`src/rtl/bus_err_status_pkg.sv`:
```
package bus_err_status_pkg;

    // Register word addresses of the software port
    typedef enum logic [1:0] {
        RA_DETECT = 2'd0,
        RA_RDFLAG = 2'd1,
        RA_LOCK   = 2'd2,
        RA_CTRL   = 2'd3
    } reg_addr_e;

    // Captured fields of one master
    typedef struct packed {
        logic det;
        logic rnw;
        logic lck;
    } slot_t;

    localparam int CTRL_SRST_BIT = 0;

endpackage

```
`src/rtl/bes_slot.sv`:
```
module bes_slot
    import bus_err_status_pkg::*;
(
    input  logic clk,
    input  logic rst,
    input  logic hit,
    input  logic clr,
    input  logic srst,
    input  logic ev_read,
    input  logic ev_lock,
    output logic det,
    output logic rnw,
    output logic lck
);

    slot_t cur_q, nxt_d;

    always_comb begin
        nxt_d = cur_q;
        if (srst) begin
            nxt_d = '0;
        end else begin
            if (clr) begin
                nxt_d = '0;
            end
            if (hit && (!cur_q.lck || clr)) begin
                nxt_d.det = 1'b1;
                nxt_d.rnw = ev_read;
                nxt_d.lck = ev_lock;
            end
        end
    end

    always_ff @(posedge clk) begin
        if (rst) begin
            cur_q <= '0;
        end else begin
            cur_q <= nxt_d;
        end
    end

    assign det = cur_q.det;
    assign rnw = cur_q.rnw;
    assign lck = cur_q.lck;

    // an accepted event loads its own flags
    p_capture_r2: assert property (@(posedge clk) disable iff (rst)
        (hit && !srst && (!cur_q.lck || clr)) |=>
            (cur_q.det && cur_q.rnw == $past(ev_read) && cur_q.lck == $past(ev_lock)))
        else $error("p_capture_r2");

    // locked fields are frozen against a new event
    p_lock_hold_r4: assert property (@(posedge clk) disable iff (rst)
        (hit && cur_q.lck && !clr && !srst) |=> $stable(cur_q))
        else $error("p_lock_hold_r4");

    // lock never set without a detected error
    p_lock_det_r4: assert property (@(posedge clk) disable iff (rst)
        cur_q.lck |-> cur_q.det)
        else $error("p_lock_det_r4");

    // a clear with no competing event empties the slot
    p_clear_r5: assert property (@(posedge clk) disable iff (rst)
        (clr && !hit && !srst) |=> (cur_q == '0))
        else $error("p_clear_r5");

    // soft reset empties the slot
    p_srst_r8: assert property (@(posedge clk) disable iff (rst)
        srst |=> (cur_q == '0))
        else $error("p_srst_r8");

endmodule

```
`src/rtl/bes_readback.sv`:
```
module bes_readback
    import bus_err_status_pkg::*;
#(
    parameter int NUM_MASTERS = 8,
    parameter int DATA_W      = 32
) (
    input  logic                   clk,
    input  logic                   rst,
    input  logic                   rd,
    input  logic [1:0]             addr,
    input  logic [NUM_MASTERS-1:0] det_vec,
    input  logic [NUM_MASTERS-1:0] rnw_vec,
    input  logic [NUM_MASTERS-1:0] lck_vec,
    output logic [DATA_W-1:0]      rdata
);

    logic [DATA_W-1:0] word;
    logic [DATA_W-1:0] rdata_q, rdata_d;

    always_comb begin
        word = '0;
        unique case (reg_addr_e'(addr))
            RA_DETECT: word[NUM_MASTERS-1:0] = det_vec;
            RA_RDFLAG: word[NUM_MASTERS-1:0] = rnw_vec;
            RA_LOCK:   word[NUM_MASTERS-1:0] = lck_vec;
            default:   word = '0;
        endcase
        rdata_d = rd ? word : '0;
    end

    always_ff @(posedge clk) begin
        if (rst) begin
            rdata_q <= '0;
        end else begin
            rdata_q <= rdata_d;
        end
    end

    assign rdata = rdata_q;

    // no strobe, no data
    p_idle_zero_r9: assert property (@(posedge clk) disable iff (rst)
        !rd |=> (rdata == '0))
        else $error("p_idle_zero_r9");

    // control register never returns a set bit
    p_ctrl_zero_r8: assert property (@(posedge clk) disable iff (rst)
        (rd && addr == 2'd3) |=> (rdata == '0))
        else $error("p_ctrl_zero_r8");

    generate
        if (NUM_MASTERS < DATA_W) begin : g_unused
            // bits above the last master stay zero
            p_unused_zero_r9: assert property (@(posedge clk) disable iff (rst)
                rdata[DATA_W-1:NUM_MASTERS] == '0)
                else $error("p_unused_zero_r9");
        end
    endgenerate

endmodule

```
`src/rtl/bus_err_status.sv`:
```
module bus_err_status
    import bus_err_status_pkg::*;
#(
    parameter int NUM_MASTERS = 8,    // 1 to 32, not above DATA_W
    parameter int DATA_W      = 32,
    localparam int IDX_W      = (NUM_MASTERS > 1) ? $clog2(NUM_MASTERS) : 1
) (
    input  logic              clk,
    input  logic              sys_rst,
    input  logic              err_valid,
    input  logic [IDX_W-1:0]  err_master,
    input  logic              err_read,
    input  logic              err_lock,
    input  logic              reg_wr,
    input  logic              reg_rd,
    input  logic [1:0]        reg_addr,
    input  logic [DATA_W-1:0] reg_wdata,
    output logic [DATA_W-1:0] reg_rdata
);

    logic [NUM_MASTERS-1:0] clr_vec;
    logic [NUM_MASTERS-1:0] hit_vec;
    logic [NUM_MASTERS-1:0] det_vec, rnw_vec, lck_vec;
    logic                   srst;

    always_comb begin
        srst    = reg_wr && (reg_addr_e'(reg_addr) == RA_CTRL) && reg_wdata[CTRL_SRST_BIT];
        clr_vec = (reg_wr && (reg_addr_e'(reg_addr) == RA_DETECT))
                  ? reg_wdata[NUM_MASTERS-1:0] : '0;
    end

    generate
        for (genvar i = 0; i < NUM_MASTERS; i++) begin : g_slot
            assign hit_vec[i] = err_valid && (err_master == IDX_W'(i));

            bes_slot u_slot (
                .clk     (clk),
                .rst     (sys_rst),
                .hit     (hit_vec[i]),
                .clr     (clr_vec[i]),
                .srst    (srst),
                .ev_read (err_read),
                .ev_lock (err_lock),
                .det     (det_vec[i]),
                .rnw     (rnw_vec[i]),
                .lck     (lck_vec[i])
            );
        end
    endgenerate

    bes_readback #(
        .NUM_MASTERS (NUM_MASTERS),
        .DATA_W      (DATA_W)
    ) u_readback (
        .clk     (clk),
        .rst     (sys_rst),
        .rd      (reg_rd),
        .addr    (reg_addr),
        .det_vec (det_vec),
        .rnw_vec (rnw_vec),
        .lck_vec (lck_vec),
        .rdata   (reg_rdata)
    );

    // writes to the read-only registers leave them untouched
    p_ro_rnw_r7: assert property (@(posedge clk) disable iff (sys_rst)
        (reg_wr && reg_addr == 2'd1 && !err_valid) |=> $stable(rnw_vec))
        else $error("p_ro_rnw_r7");

    p_ro_lock_r7: assert property (@(posedge clk) disable iff (sys_rst)
        (reg_wr && reg_addr == 2'd2 && !err_valid) |=> $stable(lck_vec))
        else $error("p_ro_lock_r7");

    // an index past the last master touches nothing
    p_range_r10: assert property (@(posedge clk) disable iff (sys_rst)
        (err_valid && 32'(err_master) >= NUM_MASTERS && !reg_wr) |=>
            ($stable(det_vec) && $stable(rnw_vec) && $stable(lck_vec)))
        else $error("p_range_r10");

    // system reset empties all status
    p_sysrst_r1: assert property (@(posedge clk)
        sys_rst |=> (det_vec == '0 && rnw_vec == '0 && lck_vec == '0 && reg_rdata == '0))
        else $error("p_sysrst_r1");

endmodule

```
`config.mk`:
```
export PLATFORM = sky130hd
export DESIGN_NAME = bus_err_status
export DESIGN_NICKNAME = d
export VERILOG_FILES = /design/src/rtl/bus_err_status_pkg.sv /design/src/rtl/bes_slot.sv /design/src/rtl/bes_readback.sv /design/src/rtl/bus_err_status.sv
export SDC_FILE = /design/constraint.sdc
export NUM_CORES = 1
export LEC_CHECK = 0
export ABC_AREA = 1
export BUFFER_PORTS_ARGS = -buffer_cell sky130_fd_sc_hd__buf_2
export CAP_MARGIN = 5
export CORE_AREA = 3 3 70 72
export CTS_CLUSTER_DIAMETER = 200
export DETAILED_ROUTE_END_ITERATION = 8
export DIE_AREA = 0 0 73 75
export PLACE_DENSITY = 0.72
export SETUP_SLACK_MARGIN = 0.3
export SKIP_LAST_GASP = 1
export SYNTH_ARGS = -nofsm -noshare
export SYNTH_HDL_FRONTEND = slang
export SYNTH_HIERARCHICAL = 1
export SYNTH_SLANG_ARGS = --single-unit
```
`constraint.sdc`:
```
create_clock -name clk -period 1.6 [get_ports clk]
set_input_delay 0.16 -clock clk [delete_from_list [all_inputs] [get_ports clk]]
set_output_delay 0.16 -clock clk [all_outputs]
set_load 0.01 [all_outputs]
```
Word level (Yosys, flattened, before mapping). Index checks and enable logic that the tools add are counted.

Muxes and demuxes: 18. Eq/ne operators: 10. Bitwise operators: 1. Reduce and logical (&&, ||, !) cells: 47.

Operator list (number): $mux 3 (16); $pmux 8 s3 (1); $logic_and 1x1->1 (19); $reduce_bool 2->1 (8); $eq 3x3->1 const B (4); $logic_not 1->1 (8); $logic_or 1x1->1 (8); $mux 8 (1); $eq 3x2->1 const B (2); $eq 2x2->1 const B (2); $reduce_or 2->1 (2); $eq 3x1->1 const B (1); $logic_not 3->1 (1); $eq 2x1->1 const B (1); $logic_not 2->1 (1); $not 1->1 (1).

Logic and storage cells: 102. Output and inout bits: 32. Register bits after elaboration: 56.

Longest topological paths before layout. Gate-level depths: netlist of run 1.

Depth after elaboration: 6. Mapped depth: 8.

Cells and area by module. The synthesis of run 1 kept the hierarchy.

Modules (own cells, without submodules): bes_slot (area each 141.4 sq um, seq. area each 60.1 sq um, cells an instance 19, times used 8); bes_readback (area each 615.6 sq um, seq. area each 160.2 sq um, cells an instance 88, times used 1); bus_err_status (area each 142.6 sq um, seq. area each 0.0 sq um, cells an instance 37, times used 1).

Worst setup path after synthesis of run 1. OpenSTA, ideal clock, no wires.

Kind: input -> register. From: input port reg_addr[1]. To: register g_slot[1].u_slot.cur_q (netlist bit g_slot[1].u_slot/rnw). Required time: 1.485 ns. Path slack: 0.705 ns. Data arrival time: 0.780 ns. Cell stages on the path: 8. Buffers on the path: 0. Setup time: 0.115 ns. Cell sequence: nor2_1 nand2_2 nor2_1 inv_2 nand2_4 nand3_2 nand2_1 nor2_1.

Word-level cells in the longest chain between the ends: 6. Elaborated cells between the ends (all ways): 11. Those cells by class: 1 x eq/ne; 2 x mux; 8 x reduce/logical.

RTL lines: from (decl) (line bus_err_status.sv:16) `input logic [1:0] reg_addr,`; $logic_not 2->1 * (line bus_err_status.sv:28) `clr_vec = (reg_wr && (reg_addr_e'(reg_addr) == RA_DETECT))`; $logic_and 1x1->1 * (line bus_err_status.sv:28); $mux 8 * (line bus_err_status.sv:29) `? reg_wdata[NUM_MASTERS-1:0] : '0;`; via clr_vec[1] (line bus_err_status.sv:21) `logic [NUM_MASTERS-1:0] clr_vec;`; $logic_or 1x1->1 (line bes_slot.sv:26) `if (hit && (!cur_q.lck || clr)) begin`; $logic_and 1x1->1 (line bes_slot.sv:26); $mux 3 / $reduce_bool 2->1 (equally long branches); to (signal assigned) (line bes_slot.sv:38) `cur_q <= nxt_d;`; to (decl) (line bes_slot.sv:16) `slot_t cur_q, nxt_d;`.

The timed path passes the listed nets; every way through them passes the cells marked *. A chain may end at the register's enable or synchronous reset.

Final worst setup path of run 1.
From: input port reg_addr[1]. To: register g_slot[3].u_slot.cur_q (netlist bit g_slot[3].u_slot/rnw).

Word-level cells in the longest chain between the ends: 6. Elaborated cells between the ends (all ways): 11. Those cells by class: 1 x eq/ne; 2 x mux; 8 x reduce/logical.

RTL lines (line): $logic_not 2->1 * (bus_err_status.sv:28); $logic_and 1x1->1 * (bus_err_status.sv:28); $mux 8 * (bus_err_status.sv:29); via clr_vec[3] (bus_err_status.sv:21); $logic_or 1x1->1 (bes_slot.sv:26); $logic_and 1x1->1 (bes_slot.sv:26); $mux 3 / $reduce_bool 2->1 (equally long branches); to (signal assigned) (bes_slot.sv:38); to (decl) (bes_slot.sv:16).

Marks and branches as above.

==> metrics, run 1 <==
status finished, final reports clean; DIE HEIGHT approximately 75 um; final core utilization a little under half; sequential power share 50.7%; Worst R2R End g_slot[5].u_slot/rnw; MaxCap Viol Count 0; Die Wd around 73 um; Max rail drop VDD 0.0004188 V; clock sink count 32; initial antenna violation count 0; vias in the first global route around 1400; final setup fails 0; Sw Share between 20 and 30%; P&R area growth vs syn 9.139%; Remaining DRCs 0; Starting DRT DRC Count 79; final worst path period share a little under two thirds; CP Class input pin to flop; endpoints failing hold 0; Critical Path End Type flop; Antenna Cells 0; input/output buffers 27; Crit path largest cell delay approximately 0.20 ns; Worst-path clk slew 0.07 ns; combinational power share 13.5%; gp weighted congestion 0.8250; clk buf depth 2; fmax between 900 and 1000 MHz; Switch Pwr ~0.00045 W; clock power share a little over a third; most frequent cells in the layout nand2_1 (54), nor2_1 (42), inv_1 (36); final instance area ~2100 um2; largest net degree at the start of global routing 13; CTS tree built; clk root buf clkbuf_8; Initial Util between 40% and 50%; Buffers & Inverters on Critical Path 2; number of H-tree levels 2; post-synthesis cell type count 17; vias per inst about 4.5; Worst Setup SP reg_addr[1]; min-delay src err_lock; area share of the largest cell type after synthesis roughly 34%; Post-Layout Cell Count ~360; commonest non-fill, non-tap cell in the layout nand2_1; final max-slew violation count 0; CTS buffer count 5; cts hold-fix bufs 0; Worst Skew ~0.0072 ns; Crit Path Max Fanout 12; Seq/Total Area, Yosys 33.91%; Fin Setup TNS 0 ns; Die Area between 5000 and 6000 um2; unrepaired setup endpoints after global routing false; DR pass1 iterations 5; drt wl/cell ~11 um; drt total wl 3.990 mm; largest cells by area after synthesis dfxtp_1 (34%), nand2_1 (11%), buf_4 (9.9%); arrival time at the worst endpoint about 1.2 ns; placed inst area just under 2000 um2; first-pass GRT wire length between 6 and 7 mm; Final HPWL DP roughly 2.9 mm; crit-path cells buf_2, nor2_1, nand2_2, nor2_1, inv_2, nand2_4, nand3_2, nand2_1, nor2_1; Hold/Removal Path Class input pin to flop; Syn Inst Count between 200 and 300; CP max stage cell buf_2; pre-CTS worst setup slack 0.2650 ns; worst setup margin 0.5796 ns; share of post-route cells with drive strength above 1 22.98%; Hold Path Sink g_slot[0].u_slot/lck; most common cell type on the critical path nor2_1; row cnt 24; worst-skew pair later-pin latency 0.28 ns; Avg Cell Area, Syn 6.821 um2; hold path depth 3; reg2reg path depth 3; CP delay by family, top simple AND/OR/NAND/NOR gates; Worst EP required 1.78 ns; GRT Residual Overflow 0; post-placement cell count approximately 350; minimum clock period after layout ~1.0 ns; remaining antenna violation count 0; post-layout net count roughly 350; Pint about 0.0012 W; r2r setup slk about 0.86 ns; post-CTS setup repair buffer count 0; io pins between 70 and 80; GRT Total Usage between 10% and 20%; Yosys reg bits 32; vias post-DR 1618; core area 4354 um2; Synth Cell Area approximately 1900 um2; # resized after CTS 0; Yosys warnings 6; largest area contributor in the netlist dfxtp_1; CP Launch Type input pin; worst r2r src g_slot[5].u_slot/lck; Leak approximately 1.0 nW; power per cell area ~790 nW/um2
[metrics by stage]
| step | hold WS (ns) | power (W) |
|---|---|---|
| 2_1_floorplan | 0.3057 | 0.001038 |
| 3_3_place_gp | 0.4685 | 0.001058 |
| 3_5_place_dp | 0.4685 | 0.001061 |
| 4_1_cts | 0.2211 | 0.001639 |
| 5_1_grt | 0.2402 | 0.001698 |
| 6_report | 0.2272 | 0.001628 |
[worst min-delay path, cell delays in order]
cell     delay (ns)
buf_2          0.17
nand2_1        0.08
a21oi_1        0.06
[area by class of cell]
type                            count  area, um2
Fill cell                         438       2292
Multi-Input combinational cell    188      933.4
Timing Repair Buffer               28      142.6
Clock buffer                        6      72.57
Clock inverter                      1      5.005
Tap cell                           52      65.06
Sequential cell                    32      640.6
Inverter                           54      202.7
[synthesized netlist by cell type (all sizes together)]
| cell type | instances |
|---|---|
| nor2 | 44 |
| dfxtp | 32 |
| inv | 46 |
| buf | 26 |
| clkinv | 8 |
| nand3 | 33 |
| conb | 1 |
| nand2 | 63 |
| a21oi | 24 |
[per-layer routing]
layer / up-vias / share of wire (%) / track usage, %
met5: - / 0 / 0
met4: 0 / 1.8 / 7.172
met3: 5 / 6.2 / 4.406
met2: 47 / 47 / 25.52
met1: 713 / 45 / 19.74
li1: 853 / - / -
[state kept, by name (all words and copies together) (netlist names)]
| signal | cells |
|---|---|
| u_readback/rdata | 8 |
| g_slot.u_slot/lck | 8 |
| g_slot.u_slot/rnw | 8 |
| g_slot.u_slot/det | 8 |
[kinds of logic after synthesis]
| family | Yosys count | share of synthesized area (%) |
|---|---|---|
| AOI/OAI and AO/OA | 24 | 7.947 |
| DFF | 32 | 33.91 |
| buffers and inverters | 80 | 21.26 |
| other | 1 | 0.1985 |
| and+or+nand+nor | 140 | 36.69 |
[worst max path at each step]
stage | to | slack (ns) | cells past startpoint
after floorplan | g_slot[1].u_slot/rnw | 0.71 | 8
after global placement | g_slot[6].u_slot/rnw | 0.29 | 9
after detailed placement | g_slot[1].u_slot/rnw | 0.26 | 9
after CTS | g_slot[3].u_slot/rnw | 0.57 | 9
after global routing | g_slot[3].u_slot/rnw | 0.46 | 9
final | g_slot[3].u_slot/rnw | 0.58 | 9
[power by group through the flow]
stage,sequential [W],combinational (W),clock (W)
2_1_floorplan,0.000843,0.000195,0
3_3_place_gp,0.000843,0.000215,0
3_5_place_dp,0.000843,0.000218,0
4_1_cts,0.000826,0.000219,0.000595
5_1_grt,0.000827,0.000250,0.000620
6_report,0.000826,0.000220,0.000582
No activity file was read; power rests on OpenSTA's default activity.
==> run 2, diff against run 1 <==
ABC_AREA = 0   (was 1)
CORE_AREA = 3 3 72 74   (was 3 3 70 72)
DIE_AREA = 0 0 75 77   (was 0 0 73 75)
PLACE_DENSITY = 0.71   (was 0.72)
clock period = 1 ns   (was 1.6 ns; I/O delays follow)
==> run 2 against run 1 <==
Die area up 5.5%; non-clock buffer count is 20 higher; global-route usage up 1.5 points; register-to-register slack got worse by 0.74 ns; critical endpoint is now g_slot[7].u_slot/det; largest cell class unchanged.
==> metrics, run 2 <==
CP max stage cell and4bb_2; Worst-path clk slew 0.06 ns; Fill cells roughly 400; post-synthesis cell type count 24; cts hold-fix bufs 0; gp weighted congestion ~0.76; Crit Path Max Fanout 5; P&R area growth vs syn 36.15%; CP Class input pin to flop; Die Wd about 75 um; largest cells by area after synthesis dfxtp_1 (32%), a211oi_2 (12%), buf_4 (9.4%); pre-CTS worst setup slack -0.1752 ns; clk buf depth 2; Crit path largest cell delay 0.33 ns; final worst path period share roughly nine tenths; min-delay src err_master[1]; Hold/Removal Path Class input pin to flop; fmax 1123 MHz; status finished, final reports clean; Avg Cell Area, Syn approximately 10 um2; clk root buf clkbuf_8; DR pass1 iterations 4; Buffers & Inverters on Critical Path 2; unrepaired setup endpoints after global routing true; GRT Total Usage 17.30%; endpoints failing hold 0; Initial Util approximately 43%; Remaining DRCs 0; Leak about 0.98 nW; most common cell type on the critical path buf_12; share of post-route cells with drive strength above 1 63.37%; Antenna Cells 0; largest net degree at the start of global routing 15; Yosys warnings 6; Seq/Total Area, Yosys about 32%; Worst Skew ~0.0044 ns; Post-Layout Cell Count a little under 300; power per cell area ~1100 nW/um2; input/output buffers 27; Yosys reg bits 32; CTS buffer count 5; Fin Setup TNS 0 ns; number of H-tree levels 2; minimum clock period after layout between 0.8 and 0.9 ns; Worst EP required 1.17 ns; Power Total 0.002902 W; final max-slew violation count 0; CP delay by family, top simple AND/OR/NAND/NOR gates; ys flop type dfxtp_1; initial antenna violation count 0; crit-path cells buf_12, buf_12, and4bb_2, and2b_1, a21oi_2, nor3_2; Worst Setup SP reg_addr[1]; clock sink count 32; GRT Residual Overflow 0; Post-synth top cells dfxtp_1 (32), buf_4 (25), a211oi_2 (19); vias per inst between 5 and 6; worst setup margin 0.1092 ns; DIE HEIGHT between 70 and 80 um; Final HPWL DP between 3 and 4 mm; Syn Inst Count ~190; Max rail drop VDD between 0.0004 and 0.0005 V; cell with the most instances after synthesis dfxtp_1; remaining antenna violation count 0; worst-skew pair later-pin latency 0.28 ns; worst r2r src g_slot[7].u_slot/lck; Synth Cell Area around 2000 um2; CP Launch Type input pin; vias post-DR between 1500 and 2000; MaxCap Viol Count 0; drt wl/cell between 15 and 20 um; drt total wl approximately 5 mm; Hold WS 0.1244 ns; largest area contributor in the netlist dfxtp_1; final setup fails 0; asr flop ratio synth 0%; commonest non-fill, non-tap cell in the layout a211oi_2; Die Area between 5000 and 6000 um2; most frequent cells in the layout a211oi_2 (32), conb_1 (24), dfxtp_1 (22); CTS tree built; post-placement cell count roughly 280; first-pass GRT wire length ~7.7 mm; Starting DRT DRC Count between 100 and 150; area share of the largest cell type after synthesis about a third; Post-synth EDFFs 0; io pins 76; arrival time at the worst endpoint roughly 1.1 ns; vias in the first global route ~1600; Critical Path End Type flop; row cnt 25; post-layout net count about 290; core area 4661 um2
==> run 2: cell type report <==
type | count | area, um2 | share of cell area [%]
sequential | 32 | 673.1 | 24.88
clock buffer | 8 | 90.09 | 3.330
multi-input combinational | 155 | 1418 | 52.41
tap | 54 | 67.56 | 2.498
timing repair buffer | 48 | 456.7 | 16.88
==> run 2: per-layer routing <==
layer	track usage, %	vias up	wire, um
li1	-	764	-
met1	21.46	777	2216
met2	27.09	62	2424
met3	4.587	14	279
met4	8.363	0	127
met5	0	-	0
==> run 2: through the flow <==
step,utilization (%),cell area [um2]
floorplan,-,2232
global placement,50.31,2345
detailed placement,50.31,2345
CTS,55.84,2603
global route,58.04,2705
finish,58.04,2705
==> run 2: cells by family (layout without fill, tap and decap cells) <==
group,count (synthesis),after routing,synth area share [%]
buffers and inverters,28,56,10.96
DFF,32,32,32.24
and+or+nand+nor,91,91,37.72
AOI/OAI and AO/OA,40,40,18.89
other,1,24,0.1887
==> run 2: worst register-to-register path, delay by kind of cell (launching register included) <==
| family | cells | cell delay [ns] |
|---|---|---|
| and+or+nand+nor | 2 | 0.21 |
| AOI/OAI and AO/OA | 1 | 0.21 |
| DFF | 1 | 0.38 |
==> run 2: final timing paths <==
check,end,slack (ns),cells past startpoint
setup / recovery,g_slot[7].u_slot/det,0.11,6
hold / removal,g_slot[0].u_slot/rnw,0.12,4
setup reg to reg,g_slot[7].u_slot/rnw,0.12,3
hold reg to reg,u_readback/rdata[6],0.48,2
==> run 2: where the power goes <==
group	switching, W	internal (W)
clock network	0.000483	0.000561
logic	0.000286	0.000262
registers	0.0000208	0.00129
total	0.000789	0.00211
==> run 2: what timing repair did <==
| action | in CTS | in global routing |
|---|---|---|
| resized for setup | 26 | 22 |
| cloned | 2 | 1 |
| pin swaps | 19 | 14 |
| setup endpoints to repair | 40 | 40 |
| setup buffers | 2 | 0 |
